==> config.mk <==
export PLATFORM = sky130hd
export DESIGN_NAME = intr_router
export DESIGN_NICKNAME = d
export VERILOG_FILES = /design/src/rtl/intr_router_pkg.sv /design/src/rtl/intr_router_ctrl.sv /design/src/rtl/intr_router_datapath.sv /design/src/rtl/intr_router.sv
export SDC_FILE = /design/constraint.sdc
export NUM_CORES = 1
export LEC_CHECK = 0
export ABC_AREA = 1
export BUFFER_PORTS_ARGS = -buffer_cell sky130_fd_sc_hd__buf_2
export CAP_MARGIN = 20
export CORE_MARGIN = 4
export CORE_UTILIZATION = 55
export DETAILED_ROUTE_END_ITERATION = 16
export MAX_ROUTING_LAYER = met4
export PLACE_DENSITY_LB_ADDON = 0.1
export SLEW_MARGIN = 10
export SYNTH_ARGS = -nofsm -noshare
export SYNTH_HDL_FRONTEND = slang
export SYNTH_SLANG_ARGS = --single-unit
==> constraint.sdc <==
create_clock -name clk -period 19.5 [get_ports clk]
set_input_delay 4.875 -clock clk [delete_from_list [all_inputs] [get_ports clk]]
set_output_delay 4.875 -clock clk [all_outputs]
set_load 0.01 [all_outputs]
==> src/rtl/intr_router_pkg.sv <==
package intr_router_pkg;
  localparam int NUM_CPUS = 4;
  localparam int CPU_W = $clog2(NUM_CPUS);
  localparam int ADDR_W = 12;
  localparam int HALF_W = 32;
  localparam int REG_W = 2 * HALF_W;
  localparam logic [ADDR_W-1:0] OFS_RAW = ADDR_W'(32'h300);

  // Mask offsets form two pairs; the masked view sits 0x80 above each mask.
  function automatic logic [ADDR_W-1:0] maskOfs(input int unsigned idx);
    if (idx < 2) return ADDR_W'(32'h200 + idx * 32'h40);
    else return ADDR_W'(32'h600 + (idx - 2) * 32'h40);
  endfunction

  function automatic logic [ADDR_W-1:0] maskedOfs(input int unsigned idx);
    return maskOfs(idx) + ADDR_W'(32'h80);
  endfunction

  typedef enum logic [1:0] {
    SRC_NONE,
    SRC_MASK,
    SRC_MASKED,
    SRC_RAW
  } rdSrc_e;

  typedef struct packed {
    logic                latchLoad;
    logic [NUM_CPUS-1:0] maskLoad;
    logic                rdLow;
    logic                rdHigh;
    rdSrc_e              rdSrc;
    logic [CPU_W-1:0]    rdCpu;
  } ctrlStrobe_t;
endpackage

==> src/rtl/intr_router_ctrl.sv <==
module intr_router_ctrl
  import intr_router_pkg::*;
(
  input  logic              wrEn,
  input  logic              rdEn,
  input  logic [ADDR_W-1:0] addr,
  output ctrlStrobe_t       strobe
);
  logic [ADDR_W-1:0] baseAddr;
  logic upperHalf;

  assign upperHalf = addr[2];
  assign baseAddr = addr & ~ADDR_W'(4);

  always_comb begin
    strobe = '0;
    strobe.rdSrc = SRC_NONE;
    if (wrEn) begin
      if (!upperHalf) begin
        strobe.latchLoad = 1'b1;
      end else begin
        for (int i = 0; i < NUM_CPUS; i++) begin
          if (baseAddr == maskOfs(i)) strobe.maskLoad[i] = 1'b1;
        end
      end
    end else if (rdEn) begin
      strobe.rdLow = !upperHalf;
      strobe.rdHigh = upperHalf;
      if (baseAddr == OFS_RAW) strobe.rdSrc = SRC_RAW;
      for (int i = 0; i < NUM_CPUS; i++) begin
        if (baseAddr == maskOfs(i)) begin
          strobe.rdSrc = SRC_MASK;
          strobe.rdCpu = CPU_W'(i);
        end
        if (baseAddr == maskedOfs(i)) begin
          strobe.rdSrc = SRC_MASKED;
          strobe.rdCpu = CPU_W'(i);
        end
      end
    end
  end
endmodule

==> src/rtl/intr_router_datapath.sv <==
module intr_router_datapath
  import intr_router_pkg::*;
#(
  parameter int NUM_LINES  = 64,
  parameter int LEGACY_BIT = 55
) (
  input  logic                          clk,
  input  logic                          rst,
  input  logic [NUM_LINES-1:0]          devIrq,
  input  logic                          legacyIrq,
  input  logic [HALF_W-1:0]             wrData,
  input  ctrlStrobe_t                   strobe,
  output logic [HALF_W-1:0]             rdData,
  output logic [NUM_CPUS-1:0]           cpuIrq,
  output logic [NUM_LINES-1:0]          rawReq,
  output logic [NUM_CPUS*NUM_LINES-1:0] maskFlat
);
  localparam logic [NUM_LINES-1:0] LEGACY_VEC = NUM_LINES'(1) << LEGACY_BIT;

  logic [NUM_LINES-1:0] lineIn;
  logic [NUM_LINES-1:0] syncStage;
  logic [HALF_W-1:0]    halfLatch;
  logic [REG_W-1:0]     commitVal;
  logic [REG_W-1:0]     selVal;
  logic [NUM_LINES-1:0] maskReg [NUM_CPUS];

  assign lineIn = devIrq | (legacyIrq ? LEGACY_VEC : '0);
  assign commitVal = {wrData, halfLatch};

  always_ff @(posedge clk) begin
    if (rst) begin
      syncStage <= '0;
      rawReq <= '0;
    end else begin
      syncStage <= lineIn;
      rawReq <= syncStage;
    end
  end

  for (genvar g = 0; g < NUM_CPUS; g++) begin : g_cpu
    always_ff @(posedge clk) begin
      if (rst) maskReg[g] <= '0;
      else if (strobe.maskLoad[g]) maskReg[g] <= commitVal[NUM_LINES-1:0];
    end
    assign cpuIrq[g] = |(maskReg[g] & rawReq);
    assign maskFlat[g*NUM_LINES +: NUM_LINES] = maskReg[g];
  end

  always_comb begin
    unique case (strobe.rdSrc)
      SRC_MASK:   selVal = REG_W'(maskReg[strobe.rdCpu]);
      SRC_MASKED: selVal = REG_W'(maskReg[strobe.rdCpu] & rawReq);
      SRC_RAW:    selVal = REG_W'(rawReq);
      default:    selVal = '1;
    endcase
  end

  always_ff @(posedge clk) begin
    if (rst) begin
      halfLatch <= '0;
      rdData <= '0;
    end else begin
      if (strobe.latchLoad) halfLatch <= wrData;
      if (strobe.rdLow) begin
        rdData <= selVal[HALF_W-1:0];
        if (strobe.rdSrc != SRC_NONE) halfLatch <= selVal[REG_W-1:HALF_W];
      end
      if (strobe.rdHigh) rdData <= halfLatch;
    end
  end
endmodule

==> src/rtl/intr_router.sv <==
module intr_router
  import intr_router_pkg::*;
#(
  parameter int NUM_LINES  = 64,
  parameter int LEGACY_BIT = 55
) (
  input  logic                 clk,
  input  logic                 rst,
  input  logic [NUM_LINES-1:0] devIrq,
  input  logic                 legacyIrq,
  input  logic [11:0]          regAddr,
  input  logic                 regWrEn,
  input  logic                 regRdEn,
  input  logic [31:0]          regWrData,
  output logic [31:0]          regRdData,
  output logic [3:0]           cpuIrq
);
  ctrlStrobe_t strobe;
  logic [NUM_LINES-1:0] rawReq;
  logic [NUM_CPUS*NUM_LINES-1:0] maskFlat;

  intr_router_ctrl u_ctrl (
    .wrEn  (regWrEn),
    .rdEn  (regRdEn),
    .addr  (regAddr),
    .strobe(strobe)
  );

  intr_router_datapath #(
    .NUM_LINES (NUM_LINES),
    .LEGACY_BIT(LEGACY_BIT)
  ) u_dp (
    .clk      (clk),
    .rst      (rst),
    .devIrq   (devIrq),
    .legacyIrq(legacyIrq),
    .wrData   (regWrData),
    .strobe   (strobe),
    .rdData   (regRdData),
    .cpuIrq   (cpuIrq),
    .rawReq   (rawReq),
    .maskFlat (maskFlat)
  );
endmodule

==> results.json <==
{
  "synth.area.top_cells": "edfxtp_1, dfxtp_1, nand2_1",
  "grtUsageMet3_pct": 5.77,
  "path_buf_inv": 5,
  "grt_pass1_wl_um": 99400,
  "rsz0062_at_grt": "false",
  "numCtsBuffers": 46,
  "synthesis.nets": 2567,
  "start_util_pct": 56.2,
  "crit_family": "buffers and inverters",
  "grt_use_met1_pct": 47.2,
  "ant_nets": 0,
  "arrival_ns": 8.35,
  "synth-seq-cells": 448,
  "synth_top_family_by_area": "simple AND/OR/NAND/NOR gates",
  "synth_top_area_share_pct": 38.2,
  "dp_hpwl_um": 41900,
  "vias": 17722,
  "routabilityCongestion": 0.996,
  "synth_compound_area_share_pct": 6.26,
  "drt-pass1-iter-count": 7,
  "min_path_type": "flip-flop to flip-flop",
  "synthArstFlopShare_pct": 0,
  "vdd_drop_max_uv": 71.5,
  "syn_area_per_cell_um2": 8.21,
  "synth_edf_count": 256,
  "fin_crit_ns": 7.95,
  "max_slew.worst_pin.slew_ns": 1.14,
  "crit_required_ns": 19.91,
  "grt.busiest_layer": "met2",
  "period_share_pct": 40.8,
  "slew_headroom_pct": 23.9,
  "synth_simple_gate_area_share_pct": 29.2,
  "clock-sinks": 448,
  "antenna_found_initial": 0,
  "avgViaCountPerCell": 5.83,
  "grt_max_degree": 97,
  "core_area_um2": 35800,
  "worstSetupPathType": "input port to flip-flop",
  "end_kind": "flip-flop",
  "finClkSkew_ns": 0.0206,
  "yosysTopAreaCell": "edfxtp_1",
  "slowest_stage": "buf_4",
  "drt-initial-drc-count": 2880,
  "synthDistinctLibCells": 26,
  "cpMostUsedCell": "nand2_1",
  "cellPowerDensity_nw_per_um2": 94.4,
  "wl_um": 66100,
  "yosys_warnings": 0,
  "p_leak_nw": 10.0,
  "setup_violations": 0,
  "synth-adder-area-share_pct": 0,
  "cts_hold_buf": 0,
  "clockBufferDepth": 3,
  "fillerInstances": 3082,
  "num_rows": 69,
  "synth_top_flop_cell": "edfxtp_1",
  "post_cts_buffers": 0,
  "layout.nets": 2656,
  "cap_violations": 0,
  "synth_xor_xnor_area_share_pct": 0,
  "post_cts_resized": 0,
  "drive_gt1_share_pct": 11.8,
  "clk_pin_slew_ns": 0.06,
  "ys_seq_area_share_pct": 57.3,
  "final_area_um2": 22700,
  "tns_ns": 0,
  "drt-wirelength-per-cell_um": 21.7,
  "io_pins": 149,
  "use_met2_pct": 50.3,
  "max_freq_ghz": 0.126,
  "synthMuxAreaShare_pct": 0,
  "slew_viol_final": 0,
  "syn_inst": 2454,
  "syn_area_um2": 20100,
  "grt_overflow": 0,
  "cp_max_fo": 96,
  "cts_root_buffer": "clkbuf_16",
  "die_x_um": 199,
  "cts_tree": "built",
  "cp_cell_sequence": "buf_2, inv_1, nand2_1, inv_2, buf_4, nand2_4, buf_4, nand2_1, nand3_1, nand2_1, nand2_1, nand2_1, a21oi_1",
  "numPortBuffers": 148,
  "grt_pass1_vias": 16367,
  "grt_util_all_layers_pct": 34.0,
  "clk_latency_ns": 0.59,
  "fp.dieH_um": 199,
  "slowest_delay_ns": 0.83,
  "die_area_um2": 39700,
  "outcome": "completed",
  "critPathLaunchType": "input port",
  "htree_levels": 2,
  "final-hold-violation-count": 0,
  "placed_area_um2": 21100,
  "antennaDiodeCount": 0,
  "drc": 0,
  "area_delta_synth_final_pct": 12.9
}
[worst reg2reg max path: cells and delay by family (launching register included)]
kind / cells / cell delay [ns]
AOI/OAI and AO/OA: 2 / 0.26
and+or+nand+nor: 3 / 0.34
buffers and inverters: 1 / 0.17
DFF: 1 / 0.45
[power breakdown]
group	leakage, nW	internal, mW	switching [mW]
Sequential	4.13	1.04	0.0335
Combinational	5.12	0.0438	0.0992
Clock	0.782	0.552	0.376
Total	10.0	1.64	0.509
[metrics by stage]
| stage | setup slack (ns) | total power, mW | std cells | utilization, % | hold WS (ns) |
|---|---|---|---|---|---|
| after global placement | 11.16 | 1.23 | 2955 | 58.9 | 0.389 |
| after global routing | 11.49 | 2.21 | 3041 | 63.4 | 0.417 |
| after CTS | 11.76 | 2.15 | 3041 | 63.4 | 0.402 |
| after floorplan | 9.04 | 1.16 | 2454 | - | 0.388 |
| final | 11.55 | 2.15 | 3041 | 63.4 | 0.401 |
| after detailed placement | 11.14 | 1.23 | 2956 | 59.0 | 0.393 |
[state kept, by name, indices dropped and copies added, names as in the netlist]
signal and flops:
u_dp.halfLatch 32, u_dp.maskReg 256, u_dp.rawReq 64, u_dp.rdData 32, u_dp.syncStage 64
[cell families (layout without fill, tap and decap cells)]
group	after synthesis	after routing
buf+inv	367	493
simple gates	1430	1430
flops	448	448
compound gates	209	209
[routing by layer]
layer | up-vias | wire (um)
met2 | 1172 | 29100
met5 | - | 0
li1 | 8087 | -
met4 | 0 | 2880
met1 | 8281 | 25800
met3 | 182 | 8250
[cells in the mapped netlist (all sizes together), types with 31 or more instances]
cell type / count
inv: 241
edfxtp: 256
o21ai: 99
buf: 45
a21oi: 67
nor2: 412
nand3: 203
nand4: 49
clkbuf: 81
dfxtp: 192
nand2: 719
or2: 31
[cell type report]
| class | count | area, um^2 | area share [%] |
|---|---|---|---|
| Multi-Input combinational cell | 1639 | 7220 | 31.8 |
| Clock buffer | 69 | 1400 | 6.17 |
| Timing Repair Buffer | 167 | 906 | 3.99 |
| Sequential cell | 448 | 11500 | 50.7 |
| Clock inverter | 16 | 190 | 0.837 |
| Inverter | 241 | 905 | 3.98 |
| Tap cell | 461 | 577 | 2.54 |
[final timing paths]
| path | startpoint | slack (ns) | endpoint | cells past startpoint |
|---|---|---|---|---|
| worst min-delay path | u_dp.syncStage[48]$_SDFF_PP0_ | 0.40 | u_dp.rawReq[48]$_SDFF_PP0_ | 2 |
| worst min register to register | u_dp.syncStage[48]$_SDFF_PP0_ | 0.40 | u_dp.rawReq[48]$_SDFF_PP0_ | 2 |
| worst max register to register | u_dp.halfLatch[1]$_SDFF_PP0_ | 18.21 | u_dp.halfLatch[1]$_SDFF_PP0_ | 6 |
| worst max-delay path | regWrEn | 11.55 | u_dp.halfLatch[0]$_SDFF_PP0_ | 13 |
[placed cells by master, fill, tap and decap left out, types with 4 or more instances in the layout]
master | Yosys | final
clkbuf_16 | 0 | 50
inv_2 | 7 | 7
nor2_1 | 409 | 408
o21ai_0 | 99 | 96
nand2_2 | 4 | 6
a21oi_1 | 57 | 57
edfxtp_1 | 256 | 256
inv_1 | 234 | 234
nand2_1 | 715 | 710
nand3_1 | 203 | 201
dfxtp_1 | 192 | 192
nor4_1 | 6 | 6
or2_2 | 31 | 31
clkbuf_8 | 0 | 8
nand4_1 | 49 | 49
a22o_1 | 25 | 25
bufinv_16 | 0 | 4
a221oi_1 | 15 | 15
buf_2 | 38 | 147
buf_4 | 5 | 19
a21oi_2 | 10 | 10
clkbuf_1 | 81 | 11
nor3_1 | 8 | 8
Note: power is estimated with default switching activity, not from simulation.
